<file path="config.mk">
export PLATFORM = sky130hd
export DESIGN_NAME = dw_subword_mem
export DESIGN_NICKNAME = d
export VERILOG_FILES = /design/src/rtl/dwm_pkg.sv /design/src/rtl/dwm_align_chk.sv /design/src/rtl/dwm_lane_unit.sv /design/src/rtl/dwm_store.sv /design/src/rtl/dw_subword_mem.sv
export SDC_FILE = /design/constraint.sdc
export NUM_CORES = 2
export LEC_CHECK = 0
export BUFFER_PORTS_ARGS = -buffer_cell sky130_fd_sc_hd__buf_2
export CORE_UTILIZATION = 30
export CTS_BUF_LIST = sky130_fd_sc_hd__clkbuf_4 sky130_fd_sc_hd__clkbuf_8
export DETAILED_ROUTE_END_ITERATION = 12
export SLEW_MARGIN = 15
export SYNTH_ARGS = -nofsm -noshare
export SYNTH_HDL_FRONTEND = slang
export SYNTH_SLANG_ARGS = --single-unit
</file>
<file path="constraint.sdc">
create_clock -name clk -period 9.3 [get_ports clk]
set_input_delay 0.93 -clock clk [delete_from_list [all_inputs] [get_ports clk]]
set_output_delay 0.93 -clock clk [all_outputs]
set_load 0.01 [all_outputs]
</file>
<file path="src/rtl/dwm_pkg.sv">
package dwm_pkg;

   typedef enum logic [1:0] {
      SZ_BYTE = 2'b00,
      SZ_HALF = 2'b01,
      SZ_WORD = 2'b10,
      SZ_DBL  = 2'b11
   } size_e;

   function automatic int unsigned size_bytes(input logic [1:0] code);
      return 32'd1 << code;
   endfunction

endpackage

</file>
<file path="src/rtl/dwm_align_chk.sv">
module dwm_align_chk #(
   parameter int BYTES = 8
) (
   input  logic [$clog2(BYTES)-1:0] off,
   input  logic [1:0]               size,
   output logic                     legal,
   output logic [$clog2(BYTES*8):0] shift,
   output logic [BYTES*8-1:0]       lane_mask,
   output logic [BYTES*8-1:0]       data_mask
);
   import dwm_pkg::*;

   localparam int DATA_W = BYTES * 8;
   localparam int OFF_W  = $clog2(BYTES);
   localparam int SH_W   = $clog2(DATA_W) + 1;

   logic [OFF_W:0]      nbytes;
   logic [OFF_W:0]      span;
   logic [DATA_W-1:0]   dmask;

   always_comb begin
      nbytes = (OFF_W+1)'(size_bytes(size));
      legal  = ((off & OFF_W'(nbytes - 1'b1)) == '0);
      span   = (OFF_W+1)'(BYTES) - nbytes - {1'b0, off};
      shift  = legal ? SH_W'({span, 3'b000}) : '0;
      dmask  = '0;
      for (int b = 0; b < BYTES; b++) begin
         if (b < int'(nbytes)) dmask[b*8 +: 8] = 8'hFF;
      end
      data_mask = dmask;
      lane_mask = legal ? (dmask << shift) : '0;
   end

endmodule

</file>
<file path="src/rtl/dwm_lane_unit.sv">
module dwm_lane_unit #(
   parameter int DATA_W = 64
) (
   input  logic [DATA_W-1:0]        word_in,
   input  logic [DATA_W-1:0]        wdata,
   input  logic [$clog2(DATA_W):0]  shift,
   input  logic [DATA_W-1:0]        lane_mask,
   input  logic [DATA_W-1:0]        data_mask,
   output logic [DATA_W-1:0]        load_val,
   output logic [DATA_W-1:0]        merged
);

   logic [DATA_W-1:0] placed;

   always_comb begin
      load_val = (word_in & lane_mask) >> shift;
      placed   = (wdata & data_mask) << shift;
      merged   = (word_in & ~lane_mask) | placed;
   end

endmodule

</file>
<file path="src/rtl/dwm_store.sv">
module dwm_store #(
   parameter int WORDS  = 32,
   parameter int DATA_W = 64
) (
   input  logic                     clk,
   input  logic                     rst_n,
   input  logic [$clog2(WORDS)-1:0] idx,
   output logic [DATA_W-1:0]        rd_word,
   input  logic                     we,
   input  logic [DATA_W-1:0]        wr_word
);

   localparam int IDX_W = $clog2(WORDS);

   logic [DATA_W-1:0] mem [WORDS];
   logic [WORDS-1:0]  written;

   always_ff @(posedge clk) begin
      if (we) mem[idx] <= wr_word;
   end

   for (genvar w = 0; w < WORDS; w++) begin : g_flag
      always_ff @(posedge clk) begin
         if (!rst_n)                            written[w] <= 1'b0;
         else if (we && idx == IDX_W'(w))       written[w] <= 1'b1;
      end
   end

   assign rd_word = written[idx] ? mem[idx] : '0;

   // a write must leave its word marked as written
   AST_WRITE_MARKS: assert property (@(posedge clk) disable iff (!rst_n)
      we |=> written[$past(idx)]);

endmodule

</file>
<file path="src/rtl/dw_subword_mem.sv">
module dw_subword_mem #(
   parameter int ADDR_W = 8,
   parameter int BYTES  = 8
) (
   input  logic              clk,
   input  logic              rst_n,
   input  logic              req_valid,
   input  logic              req_write,
   input  logic [ADDR_W-1:0] req_addr,
   input  logic [1:0]        req_size,
   input  logic [63:0]       req_wdata,
   output logic              rsp_valid,
   output logic [63:0]       rsp_data,
   output logic              rsp_misalign
);

   localparam int DATA_W = BYTES * 8;
   localparam int OFF_W  = $clog2(BYTES);
   localparam int IDX_W  = ADDR_W - OFF_W;
   localparam int WORDS  = 1 << IDX_W;
   localparam int SH_W   = $clog2(DATA_W) + 1;

   if (BYTES != 8) begin : g_bad_bytes
      $error("dw_subword_mem: BYTES must be 8 for a 2-bit size code");
   end
   if (IDX_W < 1 || IDX_W > 12) begin : g_bad_addr
      $error("dw_subword_mem: ADDR_W gives an unsupported depth");
   end

   logic [IDX_W-1:0]  idx;
   logic [OFF_W-1:0]  off;
   logic              legal;
   logic [SH_W-1:0]   shift;
   logic [DATA_W-1:0] lane_mask, data_mask;
   logic [DATA_W-1:0] cur_word, load_val, merged;
   logic              st_we, ld_ok;

   assign idx = req_addr[ADDR_W-1:OFF_W];
   assign off = req_addr[OFF_W-1:0];

   dwm_align_chk #(.BYTES(BYTES)) u_align (
      .off       (off),
      .size      (req_size),
      .legal     (legal),
      .shift     (shift),
      .lane_mask (lane_mask),
      .data_mask (data_mask)
   );

   dwm_store #(.WORDS(WORDS), .DATA_W(DATA_W)) u_store (
      .clk     (clk),
      .rst_n   (rst_n),
      .idx     (idx),
      .rd_word (cur_word),
      .we      (st_we),
      .wr_word (merged)
   );

   dwm_lane_unit #(.DATA_W(DATA_W)) u_lane (
      .word_in   (cur_word),
      .wdata     (req_wdata),
      .shift     (shift),
      .lane_mask (lane_mask),
      .data_mask (data_mask),
      .load_val  (load_val),
      .merged    (merged)
   );

   assign st_we = req_valid &  req_write & legal;
   assign ld_ok = req_valid & ~req_write & legal;

   always_ff @(posedge clk) begin
      if (!rst_n) begin
         rsp_valid    <= 1'b0;
         rsp_misalign <= 1'b0;
         rsp_data     <= '0;
      end else begin
         rsp_valid    <= ld_ok;
         rsp_misalign <= req_valid & ~legal;
         rsp_data     <= ld_ok ? load_val : '0;
      end
   end

   AST_MISALIGN_EXCL: assert property (@(posedge clk) disable iff (!rst_n)
      rsp_misalign |-> !rsp_valid);
   AST_LOAD_NEXT: assert property (@(posedge clk) disable iff (!rst_n)
      (req_valid && !req_write && legal) |=> rsp_valid);
   AST_IDLE_QUIET: assert property (@(posedge clk) disable iff (!rst_n)
      !req_valid |=> (!rsp_valid && !rsp_misalign && rsp_data == '0));
   AST_BYTE_ZEXT: assert property (@(posedge clk) disable iff (!rst_n)
      (rsp_valid && $past(req_size) == 2'b00) |-> rsp_data[63:8] == '0);
   AST_LANE_WIDTH: assert property (@(posedge clk) disable iff (!rst_n)
      legal |-> $countones(lane_mask) == (8 << req_size));

endmodule

</file>
; After elaboration in Yosys (flattened, before gate mapping)
; Memories as Yosys holds them, arrays and structs flattened.
; Index checks and enable logic that the tools add are counted.
[classes]
addsub = 3
n_mul = 0
n_div = 0
n_lt_le_gt_ge = 9
eq_ne = 31
shifts = 4
muxes = 15
bitwise_logic = 13
n_reduce_logical = 35
[op_table]
columns = operator, n
row1 = $and 64x64->64, 3
row2 = $mux 64, 2
row3 = $shl 64x7->64, 2
row4 = $eq 5x5->1 const B, 16
row5 = $mux 8, 8
row6 = $not 64->64, 1
row7 = $or 64x64->64, 1
row8 = $shr 64x7->64, 1
row9 = $eq 5x4->1 const B, 8
row10 = $logic_and 1x1->1, 32
row11 = $eq 5x3->1 const B, 4
row12 = $lt 3x4->1 const A, 4
row13 = $eq 5x2->1 const B, 2
row14 = $lt 1x4->1 const A, 2
row15 = $lt 2x4->1 const A, 2
row16 = $mux 7, 1
row17 = $lt 5x6->1 const B, 1
row18 = $and 1x1->1, 5
row19 = $bmux 1 s5, 1
row20 = $eq 5x1->1 const B, 1
row21 = $logic_not 5->1, 1
row22 = $shl 1x2->4 const A, 1
row23 = $sub 4x3->4, 1
row24 = $sub 4x4->4 const A, 1
row25 = other kinds (6), 9
[word_totals]
regBits = 98
latch_bits = 0
ramBits = 2048
mem_bits_ro = 0
inputBits = 78
output_inout_bits = 66
wordCells = 146
mem_count = 1
[mem_list]
columns = memory, depth, width, read_ports, rd_clocked_by_memory_dff, write_ports, line
row1 = u_store.mem, 32, 64, 1, 0, 1, dwm_store.sv:15  ; logic [DATA_W-1:0] mem [WORDS];

; Depth between registers and ports, before layout
[logic_depth]
word_depth = 10
depth_mapped = 21
ltp_nobuf = 16

; Hierarchy
; A second synthesis with hierarchy kept.
[hier_totals]
hier_cells = 5024
hier_area_um2 = 92078.3
[by_module_without_submodules]
columns = module, instances, cells_per_inst, area_each_um2, seq_area_each_um2
row1 = dwm_store, 1, 3379, 78955.7, 62139.6
row2 = dwm_lane_unit, 1, 1315, 9927.0, 0.0
row3 = dw_subword_mem, 1, 140, 1815.5, 1321.3
row4 = dwm_align_chk, 1, 190, 1380.1, 0.0

; Least setup slack after synthesis
; No wires, ideal clock.
[synth_path]
path_type = in2reg
start = input port req_size[1]
end = memory u_store.mem[8][0] (enable)
t_arrival_ps = 7256
required_time_ps = 8733
slack_ps = 1477
cell_stages = 10
path_buffers = 3
path_cell_list = buf_2 or2_2 clkbuf_1 ha_1 nand2b_1 buf_2 nand3_1 nor3_1 nand2_1 nor3_1
[synth_between]
elab_chain_cells = 7
[synth_rtl]
columns = item, line
row1 = start: declaration, dw_subword_mem.sv:10  ; input logic [1:0] req_size,
row2 = $shl 1x2->4, dwm_pkg.sv:11  ; return 32'd1 << code;
row3 = $sub 3x1->3, dwm_align_chk.sv:23  ; legal = ((off & OFF_W'(nbytes - 1'b1)) == '0);
row4 = $and 3x3->3, dwm_align_chk.sv:23
row5 = $logic_not 3->1, dwm_align_chk.sv:23
row6 = $and 1x1->1, dw_subword_mem.sv:69  ; assign st_we = req_valid & req_write & legal;
row7 = $mux 1, dwm_store.sv:19  ; if (we) mem[idx] <= wr_word;
row8 = $mux 1 (not written as such), dwm_store.sv:19
row9 = end: declaration, dwm_store.sv:15
; Every way passes these cells.

; Worst setup path after layout
[layout_path]
start = input port req_size[1]
end = memory u_store.mem[20][34] (data pin)
[layout_between]
elab_chain_cells = 10
word_cells_on_any_way = 30
classes_between = 3 x add/sub / 8 x order compare / 3 x shift / 10 x mux / 5 x bitwise / 1 x reduce/logical
[layout_rtl]
columns = item, line
row1 = $shl 1x2->4 *, dwm_pkg.sv:11
row2 = branches (longest 8 deep; another with $sub 4x4->4), --
row3 = $or 64x64->64 *, dwm_lane_unit.sv:18  ; merged = (word_in & ~lane_mask) | placed;
row4 = via merged[34], dw_subword_mem.sv:35  ; logic [DATA_W-1:0] cur_word, load_val, merged;
; Mark *: on every way through the listed nets, which the timed path passes.

==> results.cfg <==
[status]
status = finished, final reports clean

[global_routing]
grt_pass1_wl_microns = 394000
grt_remaining_overflow = 0
antenna_found_initial = 20
grt_max_degree = 105
grt_usage = 0.1981
grt_pass1_vias = 48470

[logic_synthesis]
seq_area_frac_synth = 0.7443
ys_seq_elements = 2146
synth_warnings = 0
synth_cell_types = 86
postSynthAreaPerCell_sq_um = 18.71
syn_nets = 4643
synth_flop_cell = edfxtp_1
synth_edf_count = 2048
synth_area_sq_mm = 0.08526
synth.top_cell.area_share = 0.7213
async_flop_share = 0
synth_area_leaders = edfxtp_1 72%, mux4_2 9.5%, mux2i_1 4.3%
syn_inst = 4557
yosys.area.top_type = edfxtp_1

[critical_path]
worst_ep_arrival_time_ns = 5.99
path_class = in2reg
crit_path_end_kind = flop
crit_path_top_delay_cell = o22ai_2
worstPathRequired_ns = 9.92
startpoint = req_size[1]
slowest_delay_ns = 1.22
cp-start-kind = input port
timing.rr.start = u_store.written[16]
critPathTopFamily = compound AO/OA/AOI/OAI gates
worstPathMaxFanout = 32
crit_top_cell = inv_1
critical_path.cell_chain = buf_2 > inv_1 > nand2_1 > inv_1 > ha_1 > inv_1 > ha_1 > nor2_1 > o41ai_2 > o32ai_1 > nand3_1 > nand2_1 > o22ai_2
timing.critical_path.buf_inv = 4

[routing]
drt_wl_total_microns = 289100
drc = 0
vias_per_cell = 5.483
drt_iter0_markers = 6126
vias = 49130
dr.pass1.iters = 5
ant_nets = 0
routedWlPerCell_microns = 32.26

[placed_design]
place_area_sq_mm = 0.09110
place.gp.congestion = 1.070
io_buffers = 143
dp_hpwl_microns = 166500
dp.cells = 8340
place_ws_ns = 2.961

[sta]
finalMaxSlewViolations = 0
finalCriticalPeriod_ns = 5.365
fin_hold_ws_ns = 0.09873
skew_ns = 0.1011
fin_tns_setup_ns = 0
period_share = 0.5769
hold_viol_final = 0
setup_viol = 0
max_slew_margin = 0.1546
rsz0062_at_grt = no
fin_ws_ns = 3.935
tightest_slew_ns = 1.258
fmaxAchievable_ghz = 0.1864

[power]
power_density_mw_per_mm2 = 210.5
ir_worst_vdd_uv = 110.6
total_leakage_power_nw = 31.72
p_total_mw = 20.61

[layout]
fin_area_sq_mm = 0.09789
drive_gt1_frac = 0.2582
fin_cells = 8961
fillCellCount = 26520
mostFrequentLayoutCell = edfxtp_1
mostFrequentLayoutCells = 2,048 x edfxtp_1, 369 x mux2i_1, 365 x clkbuf_8
syn_to_final_growth_pct = 14.81
fin_util = 0.3465
nNetsFinal = 5036

[clock_tree]
clock_insertion_delay_worst_skew_ns = 1.09
postCtsHoldBufs = 0
cts_tree = yes
ctsResizeCount = 0
clock-sinks = 2146
htree_levels = 5
clockRootBuffer = clkbuf_8
post_cts_buffers = 0
clk_path_buf_depth = 4
clkSlewWorstSetupHoldPaths_ns = 0.06
cts_buffers = 348

[floorplan]
fp.dieH_microns = 535.1
design.die.area_sq_mm = 0.2863
start_util = 0.3018
core_sq_mm = 0.2825
dieWidth_microns = 535.1
io-pin-count = 144
fp-row-count = 195

[min_path]
min-delay-start = req_valid
hp-class = in2reg

[flow_run]
cap_violations = 0
[flip-flops by register name (all words and copies together) (netlist names)]
name             flops
u_store.written     32
rsp_valid            1
rsp_data            64
rsp_misalign         1
u_store.mem       2048
[metal layers]
layer / track usage / part of all wire
met4: 0.09840 / 0.052
met1: 0.2521 / 0.38
met5: 0 / 0.000086
met3: 0.03583 / 0.081
met2: 0.3246 / 0.48
[worst paths after layout]
check | slack, ns | endpoint | depth (start not counted)
max | 3.94 | u_store.mem[20][34] | 13
min | 0.1 | rsp_misalign | 3
max reg2reg | 5.45 | u_store.mem[16][42] | 7
min reg2reg | 0.46 | u_store.written[30] | 1
[where the power goes]
| part | internal [mW] | switching, mW | leakage (nW) |
|---|---|---|---|
| registers | 11.0 | 0.00594 | 19.4 |
| logic | 0.471 | 1.33 | 8.87 |
| clock network | 4.12 | 3.68 | 3.41 |
[area by class of cell]
type | instances | area, sq um | area share
sequential | 2146 | 63460 | 0.6483
multi-input combinational | 2108 | 20810 | 0.2126
clock buffer | 457 | 5714 | 0.05838
tap | 3743 | 4683 | 0.04784
timing repair buffer | 328 | 2346 | 0.02397
clock inverter | 140 | 748.2 | 0.007644
inverter | 18 | 72.57 | 0.0007414
antenna | 21 | 52.55 | 0.0005369
[worst register-to-register path: cells and delay by family (launching register included)]
kind | cells | cell delay, ns
buffers and inverters | 1 | 0.49
flip-flops | 1 | 0.34
multiplexers | 1 | 0.24
AO/OA/AOI/OAI | 4 | 1.67
AND/OR/NAND/NOR | 1 | 0.67
[synth_stat cells, types with 51 or more instances]
cell	number
dfxtp_1	98
buf_4	61
edfxtp_1	2048
clkbuf_1	100
o21ai_0	96
o22ai_1	173
nor2_1	134
mux2i_1	369
a21oi_1	118
buf_2	62
nand2_1	272
mux4_2	359
nand3_1	51
o221ai_1	66
[logic make-up (layout without fill, tap and decap cells)]
family	count (synthesis)	after routing	synth area share
other	0	21	0
multiplexers	745	745	0.1406
AO/OA/AOI/OAI	767	767	0.06231
buffers and inverters	303	943	0.02116
adder cells (fa/ha/maj)	8	8	0.001262
AND/OR/NAND/NOR	585	585	0.02995
XOR/XNOR	3	3	0.0003963
flip-flops	2146	2146	0.7443
(Power assumes the default switching activity.)
